## src/rtl/seg_addr_pkg.sv

```systemverilog
// Shared encodings for the segmented address generator.
// Assumes exactly four segment registers indexed with two bits.
package seg_addr_pkg;

    localparam int NUM_SEG = 4;
    localparam int IDX_W   = 2;

    // Segment register index; the numbering is visible at the write and override ports.
    typedef enum logic [IDX_W-1:0] {
        SEG_CODE  = 2'd0,
        SEG_DATA  = 2'd1,
        SEG_STACK = 2'd2,
        SEG_EXTRA = 2'd3
    } seg_idx_e;

    // Kind of memory reference, which decides the implied segment.
    typedef enum logic [1:0] {
        ACC_FETCH  = 2'd0,
        ACC_DATA   = 2'd1,
        ACC_STACK  = 2'd2,
        ACC_STRDST = 2'd3
    } acc_class_e;

endpackage

```

## src/rtl/seg_regfile.sv

```systemverilog
// Segment register file: NUM_SEG registers of SEG_W bits, one synchronous
// write port and one combinational read port with write-to-read bypass.
// Assumes synchronous active-low reset; register 0 resets to CODE_RST.
module seg_regfile
    import seg_addr_pkg::*;
#(
    parameter int                SEG_W    = 16,
    parameter logic [SEG_W-1:0]  CODE_RST = '1
) (
    input  logic              clk,
    input  logic              rst_n,
    input  logic              wr_en,
    input  logic [IDX_W-1:0]  wr_idx,
    input  logic [SEG_W-1:0]  wr_data,
    input  logic [IDX_W-1:0]  rd_idx,
    output logic [SEG_W-1:0]  rd_data
);

    logic [SEG_W-1:0] regs [NUM_SEG];

    for (genvar g = 0; g < NUM_SEG; g++) begin : g_reg
        localparam logic [SEG_W-1:0] RST_VAL = (g == int'(SEG_CODE)) ? CODE_RST : '0;
        // Hold one segment base, loading it when addressed by the write port.
        always_ff @(posedge clk) begin
            if (!rst_n)
                regs[g] <= RST_VAL;
            else if (wr_en && (wr_idx == IDX_W'(g)))
                regs[g] <= wr_data;
        end
    end

    // Read the selected register, forwarding a same-cycle write to it.
    always_comb begin
        if (wr_en && (wr_idx == rd_idx))
            rd_data = wr_data;
        else
            rd_data = regs[rd_idx];
    end


    write_lands_chk: assert property (@(posedge clk) disable iff (!rst_n)
        wr_en |=> (regs[$past(wr_idx)] == $past(wr_data)));

endmodule

```

## src/rtl/seg_select.sv

```systemverilog
// Segment choice: maps the access class to its implied segment and applies
// an override only to classes that allow it (data and stack).
// Assumes acc_class is meaningful only for memory requests.
module seg_select
    import seg_addr_pkg::*;
(
    input  logic              clk,
    input  logic              rst_n,
    input  logic              mem_req,
    input  logic [1:0]        acc_class,
    input  logic              ovr_valid,
    input  logic [IDX_W-1:0]  ovr_seg,
    output logic [IDX_W-1:0]  seg_idx
);

    acc_class_e cls;
    seg_idx_e   implied;
    logic       may_override;

    assign cls = acc_class_e'(acc_class);

    // Decode the implied segment and whether an override may replace it.
    always_comb begin
        may_override = 1'b0;
        case (cls)
            ACC_FETCH:  implied = SEG_CODE;
            ACC_DATA: begin
                implied      = SEG_DATA;
                may_override = 1'b1;
            end
            ACC_STACK: begin
                implied      = SEG_STACK;
                may_override = 1'b1;
            end
            default:    implied = SEG_EXTRA;
        endcase
    end

    // Pick the override when it is present and allowed.
    always_comb begin
        if (ovr_valid && may_override)
            seg_idx = ovr_seg;
        else
            seg_idx = implied;
    end


    fetch_code_chk: assert property (@(posedge clk) disable iff (!rst_n)
        (mem_req && acc_class == 2'd0) |-> (seg_idx == 2'd0));


    strdst_extra_chk: assert property (@(posedge clk) disable iff (!rst_n)
        (mem_req && acc_class == 2'd3) |-> (seg_idx == 2'd3));


    override_taken_chk: assert property (@(posedge clk) disable iff (!rst_n)
        (mem_req && ovr_valid && (acc_class == 2'd1 || acc_class == 2'd2)) |-> (seg_idx == ovr_seg));

endmodule

```

## src/rtl/seg_adder.sv

```systemverilog
// Shift-and-add translator: phys = (seg << SHIFT) + offset, truncated to
// PHYS_W bits so that the carry out of the top bit is lost.
// Assumes PHYS_W >= SEG_W + SHIFT is not required; the sum is truncated.
module seg_adder #(
    parameter int SEG_W  = 16,
    parameter int OFF_W  = 16,
    parameter int SHIFT  = 4,
    parameter int PHYS_W = 20
) (
    input  logic [SEG_W-1:0]  seg_base,
    input  logic [OFF_W-1:0]  offset,
    output logic [PHYS_W-1:0] phys
);

    localparam int SUM_W = PHYS_W + 1;

    logic [SUM_W-1:0] base_ext;
    logic [SUM_W-1:0] off_ext;
    logic [SUM_W-1:0] sum;

    // Widen both operands, add, and keep only PHYS_W bits.
    always_comb begin
        base_ext = SUM_W'({seg_base, {SHIFT{1'b0}}});
        off_ext  = SUM_W'(offset);
        sum      = base_ext + off_ext;
        phys     = sum[PHYS_W-1:0];
    end


    always_comb begin
        low_bits_chk: assert (phys[SHIFT-1:0] == offset[SHIFT-1:0]);
    end

endmodule

```

## src/rtl/io_port_form.sv

```systemverilog
// I/O port address former: zero-extends a NARROW_W-bit immediate port or
// passes a full IO_W-bit register port through.
// Assumes NARROW_W < IO_W.
module io_port_form #(
    parameter int IO_W     = 16,
    parameter int NARROW_W = 8
) (
    input  logic            wide,
    input  logic [IO_W-1:0] port_in,
    output logic [IO_W-1:0] port_out
);

    // Select full width or zero-extended low part.
    always_comb begin
        if (wide)
            port_out = port_in;
        else
            port_out = {{(IO_W-NARROW_W){1'b0}}, port_in[NARROW_W-1:0]};
    end

endmodule

```

## src/rtl/seg_addr_gen.sv

```systemverilog
// Segmented physical address generator top: segment register file, segment
// choice, shift-add translation and I/O port forming, with a registered,
// valid-qualified result one cycle after each request.
// Assumes synchronous active-low reset and PHYS_W >= IO_W.
module seg_addr_gen
    import seg_addr_pkg::*;
#(
    parameter int SEG_W    = 16,
    parameter int OFF_W    = 16,
    parameter int SHIFT    = 4,
    parameter int IO_W     = 16,
    parameter int NARROW_W = 8,
    parameter logic [SEG_W-1:0] CODE_RST = '1
) (
    input  logic               clk,
    input  logic               rst_n,
    input  logic               wr_en,
    input  logic [1:0]         wr_idx,
    input  logic [SEG_W-1:0]   wr_data,
    input  logic               req_valid,
    input  logic               req_io,
    input  logic               io_wide,
    input  logic [1:0]         acc_class,
    input  logic               ovr_valid,
    input  logic [1:0]         ovr_seg,
    input  logic [OFF_W-1:0]   offset,
    output logic               addr_valid,
    output logic               addr_is_io,
    output logic [SEG_W+SHIFT-1:0] addr
);

    localparam int PHYS_W = SEG_W + SHIFT;

    logic [IDX_W-1:0]  seg_idx;
    logic [SEG_W-1:0]  seg_base;
    logic [PHYS_W-1:0] phys;
    logic [IO_W-1:0]   port_addr;
    logic [PHYS_W-1:0] next_addr;
    logic              mem_req;

    assign mem_req = req_valid && !req_io;

    seg_regfile #(.SEG_W(SEG_W), .CODE_RST(CODE_RST)) u_regs (
        .clk     (clk),
        .rst_n   (rst_n),
        .wr_en   (wr_en),
        .wr_idx  (wr_idx),
        .wr_data (wr_data),
        .rd_idx  (seg_idx),
        .rd_data (seg_base)
    );

    seg_select u_sel (
        .clk       (clk),
        .rst_n     (rst_n),
        .mem_req   (mem_req),
        .acc_class (acc_class),
        .ovr_valid (ovr_valid),
        .ovr_seg   (ovr_seg),
        .seg_idx   (seg_idx)
    );

    seg_adder #(.SEG_W(SEG_W), .OFF_W(OFF_W), .SHIFT(SHIFT), .PHYS_W(PHYS_W)) u_add (
        .seg_base (seg_base),
        .offset   (offset),
        .phys     (phys)
    );

    io_port_form #(.IO_W(IO_W), .NARROW_W(NARROW_W)) u_io (
        .wide     (io_wide),
        .port_in  (IO_W'(offset)),
        .port_out (port_addr)
    );

    // Choose between the translated memory address and the I/O port address.
    always_comb begin
        if (req_io)
            next_addr = PHYS_W'(port_addr);
        else
            next_addr = phys;
    end

    // Register the result and its qualifiers.
    always_ff @(posedge clk) begin
        if (!rst_n) begin
            addr_valid <= 1'b0;
            addr_is_io <= 1'b0;
            addr       <= '0;
        end else begin
            addr_valid <= req_valid;
            if (req_valid) begin
                addr_is_io <= req_io;
                addr       <= next_addr;
            end
        end
    end


    valid_follows_req_chk: assert property (@(posedge clk) disable iff (!rst_n)
        $past(rst_n) |-> (addr_valid == $past(req_valid)));


    io_upper_zero_chk: assert property (@(posedge clk) disable iff (!rst_n)
        (addr_valid && addr_is_io) |-> (addr[PHYS_W-1:IO_W] == '0));


    io_narrow_chk: assert property (@(posedge clk) disable iff (!rst_n)
        (req_valid && req_io && !io_wide) |=> (addr[PHYS_W-1:NARROW_W] == '0));

endmodule

```

## config.mk

```make
export PLATFORM = sky130hd
export DESIGN_NAME = seg_addr_gen
export DESIGN_NICKNAME = d
export VERILOG_FILES = /design/src/rtl/seg_addr_pkg.sv /design/src/rtl/seg_regfile.sv /design/src/rtl/seg_select.sv /design/src/rtl/seg_adder.sv /design/src/rtl/io_port_form.sv /design/src/rtl/seg_addr_gen.sv
export SDC_FILE = /design/constraint.sdc
export NUM_CORES = 1
export LEC_CHECK = 0
export BUFFER_PORTS_ARGS = -buffer_cell sky130_fd_sc_hd__buf_4
export CORE_MARGIN = 10
export CORE_UTILIZATION = 62
export CTS_CLUSTER_SIZE = 10
export DETAILED_ROUTE_END_ITERATION = 8
export PLACE_DENSITY = 0.94
export SKIP_LAST_GASP = 1
export SLEW_MARGIN = 20
export SYNTH_ARGS = -nofsm -noshare
export SYNTH_HDL_FRONTEND = slang
export SYNTH_SLANG_ARGS = --single-unit
```

## constraint.sdc

```tcl
create_clock -name clk -period 9.1 [get_ports clk]
set_clock_uncertainty 0.2 [all_clocks]
set_input_delay 1.82 -clock clk [delete_from_list [all_inputs] [get_ports clk]]
set_output_delay 1.82 -clock clk [all_outputs]
set_load 0.01 [all_outputs]
```

== Word level (Yosys, flattened, before mapping) ==
Memory sizes are Yosys's and may differ from the RTL's.
Index checks and enable logic that the tools add are counted.

* Memory bits (writable): 64
* Word-level logic and storage cells: 47
* ROM bits: 0
* Memories: 1
* Latch bits: 0
* Flip-flop bits (word level): 22
* Output and inout bits: 22

* Equal/unequal tests: 6
* Shift operators: 0
* Reductions and logical operators: 9
* Order comparisons: 0
* Divide/modulo/power cells: 0
* Multiply operators: 0
* Multiplexer cells: 23
* Bitwise logic cells: 4
* Add/sub/neg operators: 1

{| class="wikitable"
|+ Memory list
! memory !! depth !! bits a word !! rd ports !! clocked after Yosys merged registers in !! write ports !! line !! text
|-
| u_regs.regs || 4 || 16 || 1 || 0 || 4 || seg_regfile.sv:19 || <nowiki>logic [SEG_W-1:0] regs [NUM_SEG];</nowiki>
|}

{| class="wikitable"
|+ Operators with widths
! operator !! number
|-
| $mux 16 || 6
|-
| $add 20x16->20 || 1
|-
| $mux 20 || 1
|-
| $mux 1 || 14
|-
| $eq 2x2->1 const B || 3
|-
| $logic_and 1x1->1 || 6
|-
| $pmux 2 s3 || 1
|-
| $eq 2x1->1 const B || 2
|-
| $logic_not 2->1 || 2
|-
| $or 1x1->1 || 4
|-
| $eq 2x2->1 || 1
|-
| $mux 2 || 1
|-
| $reduce_or 2->1 || 1
|}

== Depth between registers and ports, before layout ==
* Depth in word-level cells: 10
* Gate-level depth with buffers: 20
* Gate-level depth less buffers: 17

== Cells and area by module ==
Synthesis repeated with hierarchy kept, for this count alone.

* Cells, all modules: 420
* Area total of the unflattened synthesis: 5087.4 µm²

{| class="wikitable"
|+ Modules (own cells, without submodules)
! module !! area each (µm²) !! cells an instance !! times used
|-
| seg_regfile || 3118.0 || 189 || 1
|-
| seg_addr_gen || 943.4 || 95 || 1
|-
| seg_adder || 820.8 || 108 || 1
|-
| io_port_form || 110.1 || 16 || 1
|-
| seg_select || 95.1 || 12 || 1
|}

== Least setup slack after synthesis ==
No wires, ideal clock.

* Path kind: input-to-reg
* From: in acc_class[0]
* To: reg addr[18]
* Required time: 8.783 ns
* Data arrival time: 5.635 ns
* Library setup time: 0.117 ns
* Stages: 18
* Buffers on the path: 2
* Setup slack: 3.147 ns
* Cell sequence: inv_1 > ha_1 > or3b_1 > o21ai_2 > buf_4 > buf_2 > mux2_2 > o211ai_1 > o21ai_0 > ha_1 > fa_1 > a21oi_1 > o211ai_1 > and4_1 > nor3_1 > o21ai_0 > a31o_1 > a32o_1

* Longest elaborated chain between the ends: 10

{| class="wikitable"
|+ Ends and longest elaborated chain
! item !! line !! text
|-
| start, declared || seg_addr_gen.sv:23 || <nowiki>input logic [1:0] acc_class,</nowiki>
|-
| $eq 2x1->1 / $eq 2x2->1 (equally long branches) || seg_select.sv:25 || <nowiki>case (cls)</nowiki>
|-
| $reduce_or 2->1 (no source line) || n/a ||
|-
| $mux 1 || seg_select.sv:25 ||
|-
| $logic_and 1x1->1 || seg_select.sv:41 || <nowiki>if (ovr_valid && may_override)</nowiki>
|-
| $mux 2 (*) || seg_select.sv:41 ||
|-
| parallel branches: the longest is 2 deep, another holds $mem_v2 4x16 || n/a ||
|-
| $mux 16 (*) || seg_regfile.sv:34 || <nowiki>if (wr_en && (wr_idx == rd_idx))</nowiki>
|-
| $add 20x16->20 (*) || seg_adder.sv:25 || <nowiki>sum = base_ext + off_ext;</nowiki>
|-
| $mux 20 (*) || seg_addr_gen.sv:77 || <nowiki>if (req_io)</nowiki>
|-
| end signal, assigned || seg_addr_gen.sv:93 || <nowiki>addr <= next_addr;</nowiki>
|-
| end, declared || seg_addr_gen.sv:29 || <nowiki>output logic [SEG_W+SHIFT-1:0] addr</nowiki>
|}

Every way passes the cells marked *.
A chain may end at the register's enable or synchronous reset.

== Worst setup path after layout ==
Same ends and word-level chain as after synthesis.

==> impl_metrics.prom <==
# TYPE chip_impl_metric gauge
chip_impl_info{name="outcome",value="finished clean"} 1
chip_impl_metric{name="timing.final.setup_violations",unit=""} 0
chip_impl_info{name="endpoint_kind",value="flip-flop"} 1
chip_impl_metric{name="p_sw",unit="W"} 0.0003018
chip_impl_metric{name="power.combinational.fraction",unit="%"} 26.9
chip_impl_metric{name="drcViolationCount",unit=""} 0
chip_impl_metric{name="area.sequential",unit="um2"} 2362
chip_impl_info{name="cp_slowest_cell",value="or3b_1"} 1
chip_impl_metric{name="antenna_found_initial",unit=""} 0
chip_impl_metric{name="yosys.area_share.adder",unit="%"} 4.878
chip_impl_metric{name="worst-slew-pin-transition",unit="ns"} 0.9918
chip_impl_metric{name="timing.hold.ws",unit="ns"} 0.2540
chip_impl_metric{name="power_per_cell_area",unit="nW/um2"} 181.6
chip_impl_metric{name="globalRouteOverflowTotal",unit=""} 0
chip_impl_metric{name="grtUsageTotal",unit="%"} 19.03
chip_impl_metric{name="p_seq_share",unit="%"} 46.2
chip_impl_metric{name="static-leakage-power",unit="nW"} 2.286
chip_impl_metric{name="fp.dieArea",unit="um2"} 11600
chip_impl_metric{name="worstSkewPairLatency",unit="ns"} 0.36
chip_impl_metric{name="drt-total-wl",unit="um"} 10950
chip_impl_info{name="worstSetupStartpoint",value="acc_class[0]"} 1
chip_impl_metric{name="cp_slowest_stage_delay",unit="ns"} 0.42
chip_impl_metric{name="clkPwrFrac",unit="%"} 26.9
chip_impl_metric{name="number_of_synthesized_flops_with_an_enable_pin",unit=""} 64
chip_impl_metric{name="io_pins",unit=""} 67
chip_impl_metric{name="yosys_warnings",unit=""} 0
chip_impl_metric{name="post_synth_xor_area_fraction",unit="%"} 2.203
chip_impl_info{name="synth_area_leader_cell",value="edfxtp_1"} 1
chip_impl_metric{name="post_cts.repair.setup_buffers",unit=""} 0
chip_impl_metric{name="cts-hold-fix-buffers",unit=""} 0
chip_impl_info{name="hp-class",value="reg2reg"} 1
chip_impl_metric{name="numCtsBuffers",unit=""} 9
chip_impl_info{name="dominantRegCellSynth",value="edfxtp_1"} 1
chip_impl_info{name="worstReg2RegStart",value="u_regs.regs[3][0]"} 1
chip_impl_metric{name="multiInputGateArea",unit="um2"} 2228
chip_impl_metric{name="grt_first_pass_wirelength",unit="um"} 17950
chip_impl_info{name="netlist_top_cells_count",value="64 x edfxtp_1, 42 x and2_1, 30 x nand2_1, 27 x mux2i_1, 27 x o211ai_1"} 1
chip_impl_metric{name="detailed_place.area",unit="um2"} 5325
chip_impl_metric{name="dpl.hpwl",unit="um"} 7759
chip_impl_metric{name="worst-r2r-cell-count",unit=""} 12
chip_impl_info{name="cts_tree",value="yes"} 1
chip_impl_metric{name="setup-tns-final",unit="ns"} 0
chip_impl_metric{name="clock_tree.htree_level_count",unit=""} 3
chip_impl_metric{name="maximum_number_of_pins_on_one_net_before_global_route_repair",unit=""} 33
chip_impl_metric{name="die_y",unit="um"} 107.7
chip_impl_metric{name="fillCellCount",unit=""} 489
chip_impl_info{name="main_combinational_cell_family_by_area_after_synthesis",value="simple AND/OR/NAND/NOR gates"} 1
chip_impl_metric{name="min_path_cells",unit=""} 2
chip_impl_metric{name="synth_simple_gate_area_share",unit="%"} 15.24
chip_impl_info{name="critPathLaunchType",value="input pin"} 1
chip_impl_metric{name="core_area",unit="um2"} 7370
chip_impl_metric{name="die_w",unit="um"} 107.7
chip_impl_info{name="critical_hold_path_startpoint",value="addr[17]"} 1
chip_impl_metric{name="number_of_buffers_inserted_by_port_buffering",unit=""} 66
chip_impl_metric{name="total_via_count_after_detailed_routing",unit=""} 3519
chip_impl_info{name="rsz0062_at_grt",value="false"} 1
chip_impl_metric{name="slew-limit-headroom",unit="%"} 33.88
chip_impl_metric{name="num_rows",unit=""} 31
chip_impl_metric{name="synth.yosys.seq_area_share",unit="%"} 49.51
chip_impl_metric{name="antennaDiodeCount",unit=""} 0
chip_impl_metric{name="synth.ff_latch_count",unit=""} 86
chip_impl_metric{name="drive_above_1_share",unit="%"} 21.77
chip_impl_metric{name="cts-resized-gates",unit=""} 0
chip_impl_metric{name="initialDrtViolationCount",unit=""} 372
chip_impl_metric{name="clock_sink_count",unit=""} 86
chip_impl_metric{name="ctsLongestPathBuffers",unit=""} 2
chip_impl_metric{name="vdd_ir_drop_max",unit="V"} 0.0001344
chip_impl_metric{name="syn_nets",unit=""} 499
chip_impl_metric{name="post_drt_via_cell_ratio",unit=""} 5.914
chip_impl_metric{name="crit_arrival",unit="ns"} 6.23
chip_impl_metric{name="start_util",unit="%"} 64.74
chip_impl_metric{name="finalHoldViolations",unit=""} 0
chip_impl_metric{name="num-nets-final",unit=""} 554
chip_impl_metric{name="multiplexer_fraction_of_the_synthesized_cell_area",unit="%"} 9.205
chip_impl_metric{name="worstPathMaxFanout",unit=""} 30
chip_impl_metric{name="finalWorstPathRequiredPeriod",unit="ns"} 6.167
chip_impl_metric{name="syn_avg_cell_area",unit="um2"} 10.94
chip_impl_metric{name="routability_driven_placement_congestion_ratio",unit=""} 0.8536
chip_impl_metric{name="post-route-period-util",unit="%"} 67.77
chip_impl_metric{name="power_switching_share",unit="%"} 30.14
chip_impl_info{name="yosysMostFrequentCell",value="edfxtp_1"} 1
chip_impl_metric{name="syn_to_final_growth",unit="%"} 15.60
chip_impl_metric{name="first_global_vias",unit=""} 3662
chip_impl_metric{name="maxSlewViolCount",unit=""} 0
chip_impl_metric{name="synthArstFlopShare",unit="%"} 0
chip_impl_info{name="critical_setup_path_kind",value="in2reg"} 1
chip_impl_info{name="root_buffer",value="clkbuf_8"} 1
chip_impl_metric{name="wire_per_inst",unit="um"} 18.40
chip_impl_metric{name="maximum_capacitance_violations",unit=""} 0
chip_impl_info{name="worstPathCellList",value="buf_4, inv_1, ha_1, or3b_1, o21ai_2, buf_4, mux2_2, o211ai_1, o21ai_0, ha_1, fa_1, a21oi_1, o211ai_1, and4_1, nor3_1, o21ai_0, a31o_1, a32o_1"} 1
chip_impl_metric{name="synth_cells",unit=""} 436
chip_impl_metric{name="synth_compound_area_share",unit="%"} 14.42
chip_impl_metric{name="crit_required",unit="ns"} 9.16
chip_impl_metric{name="worst_setup_hold_path_clk_slew",unit="ns"} 0.09
chip_impl_metric{name="intPower",unit="W"} 0.0006995
chip_impl_metric{name="postRouteAntennaNets",unit=""} 0
chip_impl_metric{name="synthDominantCellAreaShare",unit="%"} 40.28
chip_impl_metric{name="synthesis.area",unit="um2"} 4771
chip_impl_info{name="synth.top_cells.by_area",value="edfxtp_1 40%, dfxtp_1 9.2%, mux2i_1 5.7%, and2_1 5.5%, ha_1 4.5%"} 1
chip_impl_metric{name="drtPass1Iterations",unit=""} 6
chip_impl_metric{name="max_freq",unit="GHz"} 0.1621
chip_impl_metric{name="postLayoutCellArea",unit="um2"} 5515
chip_impl_metric{name="post_synth_num_cell_types",unit=""} 54
[registers in the layout (all words and copies together), names as in the netlist]
name and count:
u_regs.regs 64, addr 20, addr_is_io 1, addr_valid 1
[power groups by stage]
stage	Combinational (W)	Clock, W	Sequential, W
2_1_floorplan	0.000184	0	0.000473
3_3_place_gp	0.000252	0	0.000469
3_5_place_dp	0.000264	0	0.000472
4_1_cts	0.000267	0.000269	0.000463
5_1_grt	0.000297	0.000286	0.000466
6_report	0.000269	0.000269	0.000463
[through the flow]
stage | worst slack [ns] | utilization (%) | total power [W] | std cells
global route | 2.668 | 74.84 | 0.001049 | 595
floorplan | 3.147 | - | 0.0006572 | 436
global placement | 2.748 | 72.26 | 0.0007211 | 579
detailed placement | 2.498 | 72.26 | 0.0007361 | 579
finish | 2.933 | 74.84 | 0.001001 | 595
CTS | 2.862 | 74.82 | 0.0009985 | 595
[worst max-delay path: cells and delay by family]
kind	cells	cell delay (ns)
AOI/OAI and AO/OA	8	1.51
and+or+nand+nor	3	0.97
muxes	1	0.39
buffers and inverters	3	0.55
adders and majority gates	3	0.98
[cell usage in the layout (no fill, tap or decap), drive strengths merged, types with 9 or more instances in the layout]
master / synthesis / final
o211ai: 28 / 28
nand2b: 14 / 14
clkbuf: 16 / 11
a21oi: 16 / 16
inv: 25 / 27
nor2b: 9 / 9
nand2: 31 / 31
dfxtp: 22 / 22
o21ai: 26 / 26
edfxtp: 64 / 64
ha: 17 / 17
mux2: 15 / 15
nor3: 9 / 9
and2: 42 / 42
buf: 9 / 69
mux2i: 27 / 27
[cell families after synthesis]
family	count (synthesis)
fa+ha+maj	18
mux	42
buf+inv	50
flops	86
compound gates	97
simple gates	131
xor+xnor	12
[final timing paths]
kind         slack [ns]       end
min reg2reg        0.25  addr[17]
max reg2reg        5.51  addr[18]
min                0.25  addr[17]
max                2.93  addr[18]
[area by class of cell]
type	count	area share, %
inverter	25	1.701
sequential	86	42.83
timing repair buffer	69	9.392
clock buffer	11	2.382
tap	99	2.246
multi-input combinational	300	40.40
clock inverter	5	1.044
[layer usage]
metal	part of all wire, %	GRT usage (%)	vias to the layer above
li1	-	-	1686
met1	43	23.40	1665
met3	7.2	5.210	19
met5	0	0	-
met2	49	31.40	149
met4	1.1	6.584	0
Power figures use the tool's default switching activity.
